<file path="src/rtl/jtag_bridge_pkg.sv">
package jtag_bridge_pkg;
    localparam int PIN_N    = 3;
    localparam int NIB_W    = 4;
    localparam int TDI_BIT  = 0;
    localparam int TMS_BIT  = 1;
    localparam int TCK_BIT  = 2;
    localparam int TDO_BIT  = 3;
    localparam logic [PIN_N-1:0] PIN_RESET = 3'b010;

    typedef enum logic [1:0] {
        BR_IDLE,
        BR_WR_HOLD,
        BR_RD_DRIVE
    } br_state_e;
endpackage

</file>
<file path="src/rtl/bridge_bus_fsm.sv">
module bridge_bus_fsm
    import jtag_bridge_pkg::*;
#(
    parameter int          ADDR_W    = 20,
    parameter logic [ADDR_W-1:0] BASE_ADDR = 20'hA5C30
) (
    input  logic              clk,
    input  logic              rst_n,
    input  logic [ADDR_W-1:0] addr,
    input  logic              as_i,
    input  logic              ds_n,
    input  logic              rnw,
    output logic              wr_en,
    output logic              rd_oe
);
    br_state_e state_q, state_d;
    logic      hit;

    assign hit = as_i && !ds_n && (addr == BASE_ADDR);

    always_comb begin
        state_d = state_q;
        unique case (state_q)
            BR_IDLE: begin
                if (hit && !rnw)      state_d = BR_WR_HOLD;
                else if (hit && rnw)  state_d = BR_RD_DRIVE;
            end
            BR_WR_HOLD:  if (ds_n)          state_d = BR_IDLE;
            BR_RD_DRIVE: if (!(hit && rnw)) state_d = BR_IDLE;
            default:                        state_d = BR_IDLE;
        endcase
    end

    always_ff @(posedge clk or negedge rst_n) begin
        if (!rst_n) state_q <= BR_IDLE;
        else        state_q <= state_d;
    end

    always_comb begin
        wr_en = 1'b0;
        rd_oe = 1'b0;
        unique case (state_q)
            BR_IDLE:     wr_en = hit && !rnw;
            BR_WR_HOLD:  wr_en = 1'b0;
            BR_RD_DRIVE: rd_oe = 1'b1;
            default:     wr_en = 1'b0;
        endcase
    end

    assert_hold_no_reload_R3: assert property (@(posedge clk) disable iff (!rst_n)
        (state_q == BR_WR_HOLD) |-> !wr_en);
    assert_drive_only_read_R6: assert property (@(posedge clk) disable iff (!rst_n)
        rd_oe |-> $past(rnw));
    assert_no_match_no_drive_R8: assert property (@(posedge clk) disable iff (!rst_n)
        !hit |=> !rd_oe);
endmodule

</file>
<file path="src/rtl/bridge_pin_regs.sv">
module bridge_pin_regs
    import jtag_bridge_pkg::*;
(
    input  logic             clk,
    input  logic             rst_n,
    input  logic             wr_en,
    input  logic [NIB_W-1:0] wr_data,
    output logic [PIN_N-1:0] pin_q
);
    for (genvar g = 0; g < PIN_N; g++) begin : g_pin
        always_ff @(posedge clk or negedge rst_n) begin
            if (!rst_n)     pin_q[g] <= PIN_RESET[g];
            else if (wr_en) pin_q[g] <= wr_data[g];
        end
    end

    assert_write_loads_R2: assert property (@(posedge clk) disable iff (!rst_n)
        wr_en |=> (pin_q == $past(wr_data[PIN_N-1:0])));
    assert_stable_no_write_R1: assert property (@(posedge clk) disable iff (!rst_n)
        !wr_en |=> $stable(pin_q));
endmodule

</file>
<file path="src/rtl/bridge_chain_mux.sv">
module bridge_chain_mux
    import jtag_bridge_pkg::*;
(
    input  logic             src_cable,
    input  logic [PIN_N-1:0] proc_pins,
    input  logic [PIN_N-1:0] cab_pins,
    input  logic             chain_tdo,
    output logic [PIN_N-1:0] chain_pins,
    output logic             cab_tdo
);
    for (genvar g = 0; g < PIN_N; g++) begin : g_lane
        assign chain_pins[g] = src_cable ? cab_pins[g] : proc_pins[g];
    end
    assign cab_tdo = src_cable ? chain_tdo : 1'b1;
endmodule

</file>
<file path="src/rtl/jtag_bus_bridge.sv">
module jtag_bus_bridge
    import jtag_bridge_pkg::*;
#(
    parameter int          ADDR_W    = 20,
    parameter logic [ADDR_W-1:0] BASE_ADDR = 20'hA5C30
) (
    input  logic              clk,
    input  logic              rst_n,
    input  logic [ADDR_W-1:0] bus_addr,
    input  logic              bus_as,
    input  logic              bus_ds_n,
    input  logic              bus_rnw,
    input  logic [3:0]        bus_wdata,
    output logic [3:0]        bus_rdata,
    output logic              bus_oe,
    input  logic              src_cable,
    input  logic              cab_tdi,
    input  logic              cab_tms,
    input  logic              cab_tck,
    output logic              cab_tdo,
    output logic              jtag_tdi,
    output logic              jtag_tms,
    output logic              jtag_tck,
    input  logic              jtag_tdo
);
    logic             wr_en;
    logic             rd_oe;
    logic [PIN_N-1:0] pin_q;
    logic [PIN_N-1:0] cab_pins;
    logic [PIN_N-1:0] chain_pins;

    bridge_bus_fsm #(.ADDR_W(ADDR_W), .BASE_ADDR(BASE_ADDR)) u_fsm (
        .clk(clk), .rst_n(rst_n), .addr(bus_addr), .as_i(bus_as),
        .ds_n(bus_ds_n), .rnw(bus_rnw), .wr_en(wr_en), .rd_oe(rd_oe)
    );

    bridge_pin_regs u_regs (
        .clk(clk), .rst_n(rst_n), .wr_en(wr_en), .wr_data(bus_wdata), .pin_q(pin_q)
    );

    assign cab_pins[TDI_BIT] = cab_tdi;
    assign cab_pins[TMS_BIT] = cab_tms;
    assign cab_pins[TCK_BIT] = cab_tck;

    bridge_chain_mux u_mux (
        .src_cable(src_cable), .proc_pins(pin_q), .cab_pins(cab_pins),
        .chain_tdo(jtag_tdo), .chain_pins(chain_pins), .cab_tdo(cab_tdo)
    );

    assign jtag_tdi = chain_pins[TDI_BIT];
    assign jtag_tms = chain_pins[TMS_BIT];
    assign jtag_tck = chain_pins[TCK_BIT];

    assign bus_oe    = rd_oe;
    assign bus_rdata = rd_oe ? {jtag_tdo, pin_q} : '0;

    assert_read_word_R6: assert property (@(posedge clk) disable iff (!rst_n)
        bus_oe |-> (bus_rdata[TDO_BIT] == jtag_tdo));
endmodule

</file>
<file path="config.mk">
export PLATFORM = sky130hd
export DESIGN_NAME = jtag_bus_bridge
export DESIGN_NICKNAME = d
export VERILOG_FILES = /design/src/rtl/jtag_bridge_pkg.sv /design/src/rtl/bridge_bus_fsm.sv /design/src/rtl/bridge_pin_regs.sv /design/src/rtl/bridge_chain_mux.sv /design/src/rtl/jtag_bus_bridge.sv
export SDC_FILE = /design/constraint.sdc
export NUM_CORES = 1
export LEC_CHECK = 0
export ABC_CLOCK_PERIOD_IN_PS = 3600
export BUFFER_PORTS_ARGS = -buffer_cell sky130_fd_sc_hd__buf_2
export CAP_MARGIN = 10
export CORE_AREA = 4 4 41 43
export CTS_BUF_LIST = sky130_fd_sc_hd__clkbuf_2
export CTS_CLUSTER_SIZE = 8
export DETAILED_ROUTE_END_ITERATION = 7
export DIE_AREA = 0 0 45 47
export PLACE_DENSITY = 0.73
export SLEW_MARGIN = 20
export SYNTH_ARGS = -nofsm -noshare
export SYNTH_HDL_FRONTEND = slang
export SYNTH_HIERARCHICAL = 1
export SYNTH_SLANG_ARGS = --single-unit
</file>
<file path="constraint.sdc">
create_clock -name clk -period 3.6 [get_ports clk]
set_input_delay 0.36 -clock clk [delete_from_list [all_inputs] [get_ports clk]]
set_output_delay 0.36 -clock clk [all_outputs]
set_load 0.02 [all_outputs]
</file>
==> metrics.yaml <==
synth:
  synth.distinct_cells: 18
  synth.net_count: 64
  synth_area_per_cell_um2: 11.68
  ys_seq_elements: 5
  syn_area_um2: 350.3
  ys_warn_count: 6
  ys_seq_area_frac: 0.3607
  synth_top_flop_cell: "dfrtp_1"
  synthTopCellsByArea: "dfrtp_1 (29%), mux2_2 (19%), dfstp_2 (7.5%), and2_1 (7.1%), and4bb_2 (7.1%)"
  syn_inst: 30
  synth_async_sr_flop_share: 1.000
  synth_top_area_frac: 0.2857
  synth_edf_count: 0
  netlist.top_cell.by_area: "dfrtp_1"
clock_network:
  cts_setup_buffers: 0
  numCtsBuffers: 3
  hold_buffers: 1
  clock-sinks: 5
  h-tree-depth: 1
  clk_pin_slew_ns: 0.06
  clk_latency_ns: 0.21
  cts-root-buf: "clkbuf_2"
  clk_path_buf_depth: 2
  cts_tree: "done"
  ctsResizeCount: 0
job:
  max_cap_violations: 0
finish:
  nets: 111
  finish.utilization: 0.4644
  drive_gt1_frac: 0.7632
  n_antenna_cell: 0
  layout_common_cells: "buf_2 (41), mux2_2 (6), and2_1 (4), clkbuf_2 (4), dfrtp_1 (4)"
  final_common_cell: "buf_2"
  area_delta_synth_final_pct: 72.50
detailed_routing:
  drtIter0Drc: 0
  drc: 0
  ant_nets: 0
  vias_per_cell: 4.549
  drt-total-wl_um: 1014
  route.met2.wl_um: 544
  wire_per_inst_um: 11.14
  top_layer_used: "met4"
  dr.pass1.iters: 1
  wl_met1_um: 343
  num_vias: 414
  wl_met3_um: 119
worst_hold_path:
  min_from: "bus_rnw"
  hold_path_class: "in2reg"
critical_path:
  cp-end-kind: "flop"
  worst-r2r-setup-slack_ns: 1.75
  cpPeakStageDelay_ns: 0.52
  rr_startpoint: "u_fsm/state_q[0]"
  crit_chain: "and4bb_2 > nand4_2 > nor4_1 > mux2_2"
  path_delay_family: "simple AND/OR/NAND/NOR gates"
  startpoint: "u_fsm/state_q[0]"
  path_max_fanout: 3
  critPathKind: "reg2reg"
  crit_buf_inv: 0
  worstPathArrival_ns: 1.94
  worst_ep_required_time_ns: 3.69
  cp_slowest_cell: "nor4_1"
  critPathLaunchType: "flop"
place:
  dpl_worst_slack_ns: 1.603
  hpwl_um: 924.9
  portBuffers: 41
  gp_congestion: 0.5838
floorplanning:
  dieArea_um2: 2115
  num_rows: 13
  core_um2: 1301
  start_util: 0.2692
  die_w_um: 45
  ios: 43
  die_y_um: 47
sta:
  rsz0062_at_grt: "false"
  timing.final.ws_setup_ns: 1.749
  drv_slew: 0
  fin_crit_sh: 0.5141
  hold_viol_final: 0
  setup_viol: 0
  finalHoldWorstSlack_ns: 0.3606
  worst_pin_slew_ns: 0.5681
  finClkSkew_ns: 0.008344
  max_freq_ghz: 0.5403
  final.min_clock_period_ns: 1.851
  fin_setup_tns_ns: 0
  max_slew_margin: 0.6178
power_and_ir_drop:
  cellLeakagePower_nw: 0.3445
  p_sw_mw: 0.03329
  p_int_mw: 0.1043
  combPwrFrac: 0.221
  power_frac_seq: 0.409
  peakVddDrop_mv: 0.09636
  clock_power_share: 0.370
  swShare: 0.2420
  pwr_density_cell_nw_per_um2: 227.6
  fin_total_pwr_mw: 0.1376
grt:
  grt_start_max_net_pins: 6
  antenna_found_initial: 0
  grtUsageTotal: 0.1057
  grt_pass1_wl_um: 1593
  grt.overflow.total: 0
  grt_pass1_vias: 425
status:
  status: "completed"
kinds of logic after synthesis:
logic type,share of synthesized area
AOI/OAI and AO/OA,0.04644
buffers and inverters,0.01070
DFF,0.3607
muxes,0.1928
and+or+nand+nor,0.3893
routing by layer:
layer,vias to the layer above,GRT usage
met5,-,0
met1,185,0.1227
met2,21,0.1667
li1,206,-
met4,0,0.08187
met3,2,0.02682
Yosys cell counts, types with 2 or more instances:
cell      instances
and2_1            4
and4bb_2          2
dfrtp_1           4
mux2_2            6
per-stage QoR:
stage          area [um^2]  cells
3_5_place_dp         574.3     86
3_3_place_gp         574.3     86
4_1_cts              604.3     91
6_report             604.3     91
2_1_floorplan        350.3     30
5_1_grt              604.3     91
sequential cells by signal, indices dropped and copies added, names as in the netlist:
name,count
u_fsm/state_q,2
u_regs/pin_q,3
power groups by stage:
| stage | Clock, mW | Sequential [mW] | Combinational (mW) |
|---|---|---|---|
| final | 0.0509 | 0.0563 | 0.0304 |
| after global routing | 0.0568 | 0.0562 | 0.0337 |
| after CTS | 0.0538 | 0.0563 | 0.0307 |
| after detailed placement | 0 | 0.0572 | 0.0299 |
| after global placement | 0 | 0.0572 | 0.0289 |
| after floorplan | 0 | 0.0573 | 0.00900 |
path summary, 6_finish.rpt:
check	endpoint	cells past startpoint
min in group asynchronous	u_regs/pin_q[0]	2
worst max-delay path	u_regs/pin_q[2]	4
worst max register to register	u_regs/pin_q[2]	4
max in group asynchronous	u_regs/pin_q[1]	2
worst min-delay path	u_fsm/state_q[0]	2
worst min register to register	u_fsm/state_q[0]	1
cell type report:
class / instances / area, um^2
Tap cell: 15 / 18.77
Timing Repair Buffer: 42 / 215.2
Fill cell: 133 / 696.9
Inverter: 1 / 3.754
Clock buffer: 4 / 20.02
Multi-Input combinational cell: 24 / 220.2
Sequential cell: 5 / 126.4
Note: power is estimated with default switching activity, not from simulation.
